File: src/rtl/spi_adc_pkg.sv
package spi_adc_pkg;
    timeunit 1ns;
    timeprecision 1ps;

    // Command length in bits: single-input converters receive nothing.
    function automatic int cmd_len(input int n_in);
        return (n_in > 1) ? 8 : 0;
    endfunction

    // Response length rounded up to whole bytes.
    function automatic int rx_len(input int res);
        return 8 * ((res + 7) / 8);
    endfunction

    // Right shift that brings the sample's LSB to bit 0 of the response word.
    function automatic int align_shift(input int n_in, input int res);
        if (n_in > 1) begin
            return rx_len(res) - res;
        end
        return 13 - res;
    endfunction

    function automatic bit is_signed(input int res);
        return res == 13;
    endfunction
endpackage

File: src/rtl/spi_adc_cmd.sv
module spi_adc_cmd #(
    parameter int NUM_INPUTS = 8,
    parameter int CHAN_W     = 3
) (
    input  logic [CHAN_W-1:0] chan,
    input  logic              diff,
    output logic [7:0]        cmd
);
    timeunit 1ns;
    timeprecision 1ps;

    generate
        if (NUM_INPUTS >= 4) begin : g_wide
            // start at bit 6, single-ended flag at 5, channel from bit 2
            assign cmd = {1'b0, 1'b1, ~diff, 3'(chan), 2'b00};
        end else if (NUM_INPUTS == 2) begin : g_pair
            // start at bit 4, single-ended flag at 3, channel at bit 2
            assign cmd = {3'b000, 1'b1, ~diff, 1'(chan), 2'b00};
        end else begin : g_none
            assign cmd = 8'h00;
        end
    endgenerate
endmodule

File: src/rtl/spi_adc_align.sv
module spi_adc_align #(
    parameter int RX_BITS    = 16,
    parameter int RES_BITS   = 12,
    parameter int SHIFT      = 4,
    parameter bit SIGNED_OUT = 1'b0,
    parameter int SAMPLE_W   = 16
) (
    input  logic [RX_BITS-1:0]  rx,
    output logic [SAMPLE_W-1:0] sample
);
    timeunit 1ns;
    timeprecision 1ps;

    localparam logic [SAMPLE_W-1:0] KEEP = SAMPLE_W'((64'd1 << RES_BITS) - 64'd1);

    logic [RX_BITS-1:0]  shifted;
    logic [SAMPLE_W-1:0] field;

    assign shifted = rx >> SHIFT;
    assign field   = SAMPLE_W'(shifted) & KEEP;

    generate
        if (SIGNED_OUT) begin : g_signed
            assign sample = field[RES_BITS-1] ? (field | ~KEEP) : field;
        end else begin : g_unsigned
            assign sample = field;
        end
    endgenerate
endmodule

File: src/rtl/spi_adc_seq.sv
module spi_adc_seq #(
    parameter int CMD_BITS = 8,
    parameter int RX_BITS  = 16,
    parameter int CLK_DIV  = 2,
    parameter int SAMPLE_W = 16
) (
    input  logic                clk,
    input  logic                rst_n,
    input  logic                start,
    input  logic [7:0]          cmd,
    input  logic [SAMPLE_W-1:0] sample,
    input  logic                miso,
    output logic                ready,
    output logic                sclk,
    output logic                cs_n,
    output logic                mosi,
    output logic [RX_BITS-1:0]  rx_word,
    output logic                valid,
    output logic [SAMPLE_W-1:0] data
);
    timeunit 1ns;
    timeprecision 1ps;

    localparam int TOTAL = CMD_BITS + RX_BITS;
    localparam int BIT_W = $clog2(TOTAL);
    localparam int DIV_W = (CLK_DIV > 1) ? $clog2(CLK_DIV) : 1;
    localparam logic [DIV_W-1:0] DIV_LAST = DIV_W'(CLK_DIV - 1);
    localparam logic [BIT_W-1:0] IDX_LAST = BIT_W'(TOTAL - 1);
    localparam logic [BIT_W-1:0] IDX_RX   = BIT_W'(CMD_BITS);

    typedef struct packed {
        logic                busy;
        logic                sclk;
        logic                cs_n;
        logic                mosi;
        logic                valid;
        logic [DIV_W-1:0]    div;
        logic [BIT_W-1:0]    idx;
        logic [6:0]          tx;
        logic [RX_BITS-1:0]  rx;
        logic [SAMPLE_W-1:0] data;
    } seq_t;

    localparam seq_t SEQ_RST = '{busy: 1'b0, sclk: 1'b0, cs_n: 1'b1, mosi: 1'b0,
                                 valid: 1'b0, div: '0, idx: '0, tx: '0, rx: '0,
                                 data: '0};

    seq_t seq_d, seq_q;

    always_comb begin
        seq_d       = seq_q;
        seq_d.valid = 1'b0;
        if (!seq_q.busy) begin
            if (start) begin
                seq_d.busy = 1'b1;
                seq_d.cs_n = 1'b0;
                seq_d.sclk = 1'b0;
                seq_d.div  = '0;
                seq_d.idx  = '0;
                seq_d.rx   = '0;
                seq_d.tx   = cmd[6:0];
                seq_d.mosi = (CMD_BITS > 0) ? cmd[7] : 1'b0;
            end
        end else if (seq_q.div != DIV_LAST) begin
            seq_d.div = seq_q.div + 1'b1;
        end else begin
            seq_d.div = '0;
            if (!seq_q.sclk) begin
                // rising edge: sample the converter during the response phase
                seq_d.sclk = 1'b1;
                if (seq_q.idx >= IDX_RX) begin
                    seq_d.rx = {seq_q.rx[RX_BITS-2:0], miso};
                end
            end else begin
                // falling edge: advance to the next bit or close the frame
                seq_d.sclk = 1'b0;
                if (seq_q.idx == IDX_LAST) begin
                    seq_d.busy  = 1'b0;
                    seq_d.cs_n  = 1'b1;
                    seq_d.mosi  = 1'b0;
                    seq_d.valid = 1'b1;
                    seq_d.data  = sample;
                end else begin
                    seq_d.idx  = seq_q.idx + 1'b1;
                    seq_d.tx   = {seq_q.tx[5:0], 1'b0};
                    seq_d.mosi = ((seq_q.idx + 1'b1) < IDX_RX) ? seq_q.tx[6] : 1'b0;
                end
            end
        end
    end

    always_ff @(posedge clk or negedge rst_n) begin
        if (!rst_n) begin
            seq_q <= SEQ_RST;
        end else begin
            seq_q <= seq_d;
        end
    end

    assign ready   = !seq_q.busy;
    assign sclk    = seq_q.sclk;
    assign cs_n    = seq_q.cs_n;
    assign mosi    = seq_q.mosi;
    assign rx_word = seq_q.rx;
    assign valid   = seq_q.valid;
    assign data    = seq_q.data;
endmodule

File: src/rtl/spi_adc_reader.sv
module spi_adc_reader
    import spi_adc_pkg::*;
#(
    parameter int NUM_INPUTS = 8,
    parameter int RES_BITS   = 12,
    parameter int CLK_DIV    = 2,
    parameter int SAMPLE_W   = 16,
    localparam int CHAN_W    = (NUM_INPUTS > 1) ? $clog2(NUM_INPUTS) : 1
) (
    input  logic                clk,
    input  logic                rst_n,
    input  logic                req_start,
    input  logic [CHAN_W-1:0]   req_chan,
    input  logic                req_diff,
    output logic                req_ready,
    output logic                res_valid,
    output logic [SAMPLE_W-1:0] res_data,
    output logic                spi_sclk,
    output logic                spi_cs_n,
    output logic                spi_mosi,
    input  logic                spi_miso
);
    timeunit 1ns;
    timeprecision 1ps;

    localparam int CMD_BITS   = cmd_len(NUM_INPUTS);
    localparam int RX_BITS    = rx_len(RES_BITS);
    localparam int SHIFT      = align_shift(NUM_INPUTS, RES_BITS);
    localparam bit SIGNED_OUT = is_signed(RES_BITS);

    logic [7:0]          cmd_byte;
    logic [RX_BITS-1:0]  rx_word;
    logic [SAMPLE_W-1:0] sample;

    spi_adc_cmd #(
        .NUM_INPUTS (NUM_INPUTS),
        .CHAN_W     (CHAN_W)
    ) u_cmd (
        .chan (req_chan),
        .diff (req_diff),
        .cmd  (cmd_byte)
    );

    spi_adc_align #(
        .RX_BITS    (RX_BITS),
        .RES_BITS   (RES_BITS),
        .SHIFT      (SHIFT),
        .SIGNED_OUT (SIGNED_OUT),
        .SAMPLE_W   (SAMPLE_W)
    ) u_align (
        .rx     (rx_word),
        .sample (sample)
    );

    spi_adc_seq #(
        .CMD_BITS (CMD_BITS),
        .RX_BITS  (RX_BITS),
        .CLK_DIV  (CLK_DIV),
        .SAMPLE_W (SAMPLE_W)
    ) u_seq (
        .clk     (clk),
        .rst_n   (rst_n),
        .start   (req_start),
        .cmd     (cmd_byte),
        .sample  (sample),
        .miso    (spi_miso),
        .ready   (req_ready),
        .sclk    (spi_sclk),
        .cs_n    (spi_cs_n),
        .mosi    (spi_mosi),
        .rx_word (rx_word),
        .valid   (res_valid),
        .data    (res_data)
    );
endmodule

File: config.mk
export PLATFORM = sky130hd
export DESIGN_NAME = spi_adc_reader
export DESIGN_NICKNAME = d
export VERILOG_FILES = /design/src/rtl/spi_adc_pkg.sv /design/src/rtl/spi_adc_cmd.sv /design/src/rtl/spi_adc_align.sv /design/src/rtl/spi_adc_seq.sv /design/src/rtl/spi_adc_reader.sv
export SDC_FILE = /design/constraint.sdc
export NUM_CORES = 1
export LEC_CHECK = 0
export CAP_MARGIN = 20
export CELL_PAD_IN_SITES_DETAIL_PLACEMENT = 0
export CELL_PAD_IN_SITES_GLOBAL_PLACEMENT = 2
export CORE_MARGIN = 2
export CORE_UTILIZATION = 39
export CTS_CLUSTER_DIAMETER = 40
export DETAILED_ROUTE_END_ITERATION = 6
export PLACE_DENSITY = 0.81
export SLEW_MARGIN = 10
export SYNTH_ARGS = -nofsm -noshare
export SYNTH_HDL_FRONTEND = slang
export SYNTH_SLANG_ARGS = --single-unit
File: constraint.sdc
create_clock -name clk -period 3.85 [get_ports clk]
set_clock_uncertainty 0.05 [all_clocks]
set_input_delay 0.9625 -clock clk [delete_from_list [all_inputs] [get_ports clk]]
set_output_delay 0.9625 -clock clk [all_outputs]
set_load 0.05 [all_outputs]
==> impl_metrics.env, run 1 <==
export IMPL_status="finished, final reports clean"
export IMPL_num_fill_cells=539
export IMPL_grt_usage_pct=12.8
export IMPL_drt_iter0_drc=91
export IMPL_synth_edf_count=0
export IMPL_n_antenna_cell=0
export IMPL_nets=206
export IMPL_fmax_ghz=0.352
export IMPL_hold_violations=0
export IMPL_place_area_sq_mm=0.00235
export IMPL_drc=0
export IMPL_crit_type="reg2out"
export IMPL_post_cts_buffers=0
export IMPL_yosys_area_share_simple_pct=10.3
export IMPL_wl_per_cell_um=13.0
export IMPL_p_comb_share_pct=47.0
export IMPL_htreeDepth=2
export IMPL_synth_cell_types=35
export IMPL_synth_area_leader_cell="dfrtp_1"
export IMPL_area_growth_pct=11.9
export IMPL_drtAntennaViolNets=0
export IMPL_ys_seq_area_share_pct=51.2
export IMPL_num_rows=27
export IMPL_vdd_drop_max_mv=0.312
export IMPL_regArea_sq_mm=0.00113
export IMPL_clock_sinks=45
export IMPL_p_clk_share_pct=14.2
export IMPL_power_frac_seq_pct=38.8
export IMPL_overflow=0
export IMPL_synth_fa_ha_area_share_pct=1.14
export IMPL_start_kind="flop"
export IMPL_synthXorXnorAreaFrac_pct=1.19
export IMPL_synth_area_mux_share_pct=18.0
export IMPL_drt_wl_total_mm=3.50
export IMPL_netlist_instances=183
export IMPL_path_buf_inv=2
export IMPL_cts_root_buf="clkbuf_8"
export IMPL_multi_input_area_sq_um=826
export IMPL_mostFrequentLayoutCells="dfrtp_1, clkdlybuf4s50_1, nand2_1"
export IMPL_syn_area_sq_mm=0.00220
export IMPL_fin_area_sq_mm=0.00246
export IMPL_p_per_area_mw_per_mm2=839
export IMPL_hp_class="reg2reg"
export IMPL_rsz0062_at_grt="false"
export IMPL_period_minus_slack_ns=2.84
export IMPL_worstMarginPinSlew_ns=0.784
export IMPL_gp_congestion=0.731
export IMPL_post_cts_resized=0
export IMPL_synth_top_cells_by_area="dfrtp_1, mux2i_1, buf_4"
export IMPL_avgSynthCellArea_sq_um=12.0
export IMPL_grt_pass1_vias=1270
export IMPL_slowest_delay_ns=0.83
export IMPL_tns_ns=0
export IMPL_cts_tree="done"
export IMPL_synth_compound_area_share_pct=6.14
export IMPL_start_util_pct=40.2
export IMPL_core_area_sq_mm=0.00547
export IMPL_cp_required_ns=2.84
export IMPL_die_area_sq_mm=0.00626
export IMPL_grt_max_degree=46
export IMPL_end_kind="output port"
export IMPL_ys_seq_elements=45
export IMPL_die_h_um=79.1
export IMPL_cts_hold_buf=0
export IMPL_grt_first_pass_wirelength_mm=6.22
export IMPL_hpwl_mm=2.40
export IMPL_clk_path_buf_depth=2
export IMPL_final_util_pct=45.0
export IMPL_io_pins=29
export IMPL_clk_pin_slew_ns=0.08
export IMPL_path_max_fanout=10
export IMPL_synth_top_area_share_pct=50.0
export IMPL_io_buffers=24
export IMPL_die_width_um=79.1
export IMPL_antenna_found_initial=0
export IMPL_cts_buffers=5
export IMPL_async_flop_share_pct=100
export IMPL_p_switching_mw=0.895
export IMPL_vias_per_cell=4.65
export IMPL_slew_headroom_pct=47.8
export IMPL_crit_family="buffers and inverters"
export IMPL_critical_path_cell_chain="inv_1 -> clkdlybuf4s50_1"
export IMPL_p_leak_nw=1.11
export IMPL_cp_data_arrival_time_ns=1.83
export IMPL_clk_latency_ns=0.30
export IMPL_synth_warnings=0
export IMPL_synth_ff_type="dfrtp_1"
export IMPL_final_common_cell="dfrtp_1"
export IMPL_crit_slowest_cell="clkdlybuf4s50_1"
export IMPL_drv_slew=0
export IMPL_vias=1250
export IMPL_synth_top_family_by_area="multiplexers"
export IMPL_dr_pass1_iters=4
export IMPL_setup_violations=0
export IMPL_maxCapViolations=0
export IMPL_intPower_mw=1.17
export IMPL_fin_crit_sh_pct=73.8
export IMPL_drive_above_1_share_pct=18.3
export IMPL_switching_share_pct=43.3
-- Yosys cell counts, types with 2 or more instances --
cell type and n:
mux2_4 7, a21oi_1 2, nand2_1 21, mux2_2 9, nor2_1 4, ha_1 2, dfrtp_1 44, mux2i_1 19
and2_1 2, nand3_1 5, xnor2_1 3, o31ai_1 2, buf_4 20, inv_1 20, a22o_1 3
-- path summary, 6_finish.rpt --
kind                       slack [ns]            start         endpoint  cells past startpoint
max in group asynchronous        2.73            rst_n       u_seq.cs_n                      2
hold reg to reg                  0.44  u_seq.seq_q[33]  u_seq.seq_q[33]                      1
min in group asynchronous        0.49            rst_n  u_seq.seq_q[33]                      1
setup reg to reg                 2.08  u_seq.seq_q[39]    u_seq.data[7]                      4
hold / removal                   0.44  u_seq.seq_q[33]  u_seq.seq_q[33]                      1
setup / recovery                 1.01  u_seq.seq_q[49]        req_ready                      2
-- metal layers --
metal | up-vias | part of all wire [%] | track usage (%)
met2 | 20 | 47 | 19.7
met5 | - | 0 | 0
met1 | 620 | 48 | 17.1
met4 | 0 | 2.2 | 6.72
li1 | 603 | - | -
met3 | 7 | 2.5 | 2.50
-- sequential cells by signal, summed over array words and instances, names as in the netlist --
register	count
u_seq.data	12
u_seq.mosi	1
u_seq.rx_word	16
u_seq.valid	1
u_seq.seq_q	13
u_seq.cs_n	1
u_seq.sclk	1
-- through the flow --
| step | power (mW) | instances | setup WS, ns | hold slack [ns] |
|---|---|---|---|---|
| floorplan | 1.65 | 186 | 1.96 | 0.404 |
| global placement | 1.77 | 260 | 1.35 | 0.422 |
| detailed placement | 1.80 | 260 | 1.33 | 0.427 |
| CTS | 2.09 | 268 | 1.00 | 0.448 |
| global route | 2.21 | 269 | 0.934 | 0.481 |
| finish | 2.07 | 269 | 1.01 | 0.444 |
-- area by class of cell --
class / count / share of cell area, %
flip-flops and latches: 45 / 45.7
inverters: 20 / 3.05
multi-input cells: 99 / 33.5
repair buffers: 25 / 10.4
clock buffers: 5 / 2.79
well taps: 72 / 3.65
clock inverters: 3 / 0.914
-- power by group through the flow --
stage	logic [mW]	registers, mW	clock network, mW
2_1_floorplan	0.827	0.821	0
3_3_place_gp	0.967	0.800	0
6_report	0.973	0.802	0.293
5_1_grt	1.05	0.834	0.327
4_1_cts	0.983	0.804	0.305
3_5_place_dp	0.982	0.813	0
-- kinds of logic after synthesis --
group           Yosys count
flops                    45
mux                      35
simple gates             40
fa+ha+maj                 2
other cells               1
xor+xnor                  3
compound gates           15
buf+inv                  42
Power figures use the tool's default switching activity.
==> inputs of run 2 (changes only) <==
CORE_UTILIZATION = 33   (was 39)
PLACE_DENSITY = 0.73   (was 0.81)
clock period = 2.4 ns   (was 3.85 ns; I/O delays follow)
==> impl_metrics.env, run 2 (same netlist as run 1, synthesis figures left out) <==
export IMPL_status="finished, final reports clean"
export IMPL_slew_headroom_pct=55.3
export IMPL_wl_met1_mm=1.72
export IMPL_cp_data_arrival_time_ns=1.63
export IMPL_clock_sinks=45
export IMPL_start_kind="flop"
export IMPL_grt_pass1_vias=1351
export IMPL_vias=1277
export IMPL_cts_tree="done"
export IMPL_hpwl_mm=2.62
export IMPL_cts_hold_buf=0
export IMPL_tns_ns=0
export IMPL_htreeDepth=2
export IMPL_hold_violations=0
export IMPL_period_minus_slack_ns=2.28
export IMPL_cp_required_ns=1.75
export IMPL_p_clk_share_pct=14.5
export IMPL_switching_share_pct=43.3
export IMPL_rsz0062_at_grt="false"
export IMPL_place_area_sq_mm=0.00238
export IMPL_route_met2_wl_mm=1.76
export IMPL_critical_path_cell_chain="clkdlybuf4s50_1"
export IMPL_drt_iter0_drc=50
export IMPL_route_met3_wl_um=149
export IMPL_start_util_pct=34.5
export IMPL_p_comb_share_pct=47.1
export IMPL_area_growth_pct=12.7
export IMPL_io_pins=29
export IMPL_fmax_ghz=0.439
export IMPL_maxCapViolations=0
export IMPL_io_buffers=24
export IMPL_drtAntennaViolNets=0
export IMPL_die_area_sq_mm=0.00734
export IMPL_fin_crit_sh_pct=94.9
export IMPL_path_buf_inv=1
export IMPL_gp_congestion=0.700
export IMPL_num_fill_cells=622
export IMPL_hp_class="in2async"
export IMPL_largest_reg_flops=16
export IMPL_crit_slowest_cell="clkdlybuf4s50_1"
export IMPL_worstMarginPinSlew_ns=0.668
export IMPL_fin_area_sq_mm=0.00248
export IMPL_power_frac_seq_pct=38.3
export IMPL_drt_wl_total_mm=3.71
export IMPL_setup_violations=0
export IMPL_overflow=0
export IMPL_clk_path_buf_depth=2
export IMPL_cts_root_buf="clkbuf_8"
export IMPL_mostFrequentLayoutCells="dfrtp_1, nand2_1, clkdlybuf4s50_1"
export IMPL_wl_per_cell_um=13.5
export IMPL_die_width_um=85.7
export IMPL_nets=207
export IMPL_die_h_um=85.7
export IMPL_grt_max_degree=24
export IMPL_core_area_sq_mm=0.00639
export IMPL_total_power_mw=3.35
export IMPL_path_max_fanout=2
export IMPL_n_antenna_cell=0
export IMPL_slowest_delay_ns=0.79
export IMPL_antenna_found_initial=0
export IMPL_clk_pin_slew_ns=0.10
export IMPL_drv_slew=0
export IMPL_top_layer="met4"
export IMPL_end_kind="output port"
export IMPL_intPower_mw=1.90
export IMPL_p_switching_mw=1.45
export IMPL_dr_pass1_iters=4
export IMPL_drc=0
export IMPL_num_rows=29
export IMPL_grt_usage_pct=11.4
export IMPL_clk_latency_ns=0.30
export IMPL_vias_per_cell=4.64
export IMPL_crit_type="reg2out"
export IMPL_grt_first_pass_wirelength_mm=6.51
export IMPL_drive_above_1_share_pct=19.2
export IMPL_cts_buffers=5
export IMPL_p_leak_nw=1.14
export IMPL_p_per_area_mw_per_mm2=1350
export IMPL_fin_hold_ws_ns=0.229
export IMPL_final_common_cell="dfrtp_1"
export IMPL_crit_family="buffers and inverters"
export IMPL_vdd_drop_max_mv=0.520
-- run 2: worst paths after layout --
| kind | slack, ns | endpoint | start | cells past startpoint |
|---|---|---|---|---|
| setup / recovery | 0.12 | spi_cs_n | u_seq.cs_n | 1 |
| hold / removal | 0.23 | u_seq.seq_q[43] | rst_n | 1 |
| setup reg to reg | 0.59 | u_seq.data[7] | u_seq.seq_q[39] | 4 |
| hold reg to reg | 0.46 | u_seq.data[4] | u_seq.data[4] | 1 |
| max in group asynchronous | 1.55 | u_seq.seq_q[35] | rst_n | 2 |
| min in group clk | 0.46 | u_seq.data[4] | u_seq.data[4] | 1 |
-- run 2: layout make-up --
| cell class | count | area (sq um) | area share (%) |
|---|---|---|---|
| Clock buffer | 5 | 68.8 | 2.77 |
| Clock inverter | 3 | 25.0 | 1.01 |
| Inverter | 20 | 75.1 | 3.03 |
| Multi-Input combinational cell | 99 | 826 | 33.3 |
| Sequential cell | 45 | 1130 | 45.4 |
| Tap cell | 77 | 96.3 | 3.88 |
| Timing Repair Buffer | 26 | 263 | 10.6 |
-- run 2: metrics by stage --
step                setup slack [ns]  util, %  cells
floorplan                      0.615        -    186
global placement               0.354     37.3    267
detailed placement             0.281     37.3    267
CTS                           0.0128     38.8    275
global route                  0.0783     38.9    275
finish                         0.121     38.9    275
-- run 2: power by group through the flow --
stage | Sequential, mW | Clock [mW] | Combinational, mW
6_report | 1.29 | 0.487 | 1.58
5_1_grt | 1.33 | 0.551 | 1.70
4_1_cts | 1.29 | 0.514 | 1.60
3_5_place_dp | 1.31 | 0 | 1.60
3_3_place_gp | 1.29 | 0 | 1.57
2_1_floorplan | 1.32 | 0 | 1.33
-- run 2: routing by layer --
metal	vias up	GRT usage [%]
met5	-	0
met4	0	5.48
met3	6	2.89
met2	26	18.8
met1	631	14.0
li1	614	-
-- run 2: what timing repair did --
action,in CTS,in global routing
endpoints found under the setup margin,0,1
hold endpoints to repair,0,0
buffers inserted,0,0
resized for setup,0,1
-- run 2: worst reg2reg max path: cells and delay by family, from the launching register on --
kind	cells	cell delay, ns
fa+ha+maj	1	0.27
flops	1	0.41
mux	1	0.38
simple gates	2	0.59
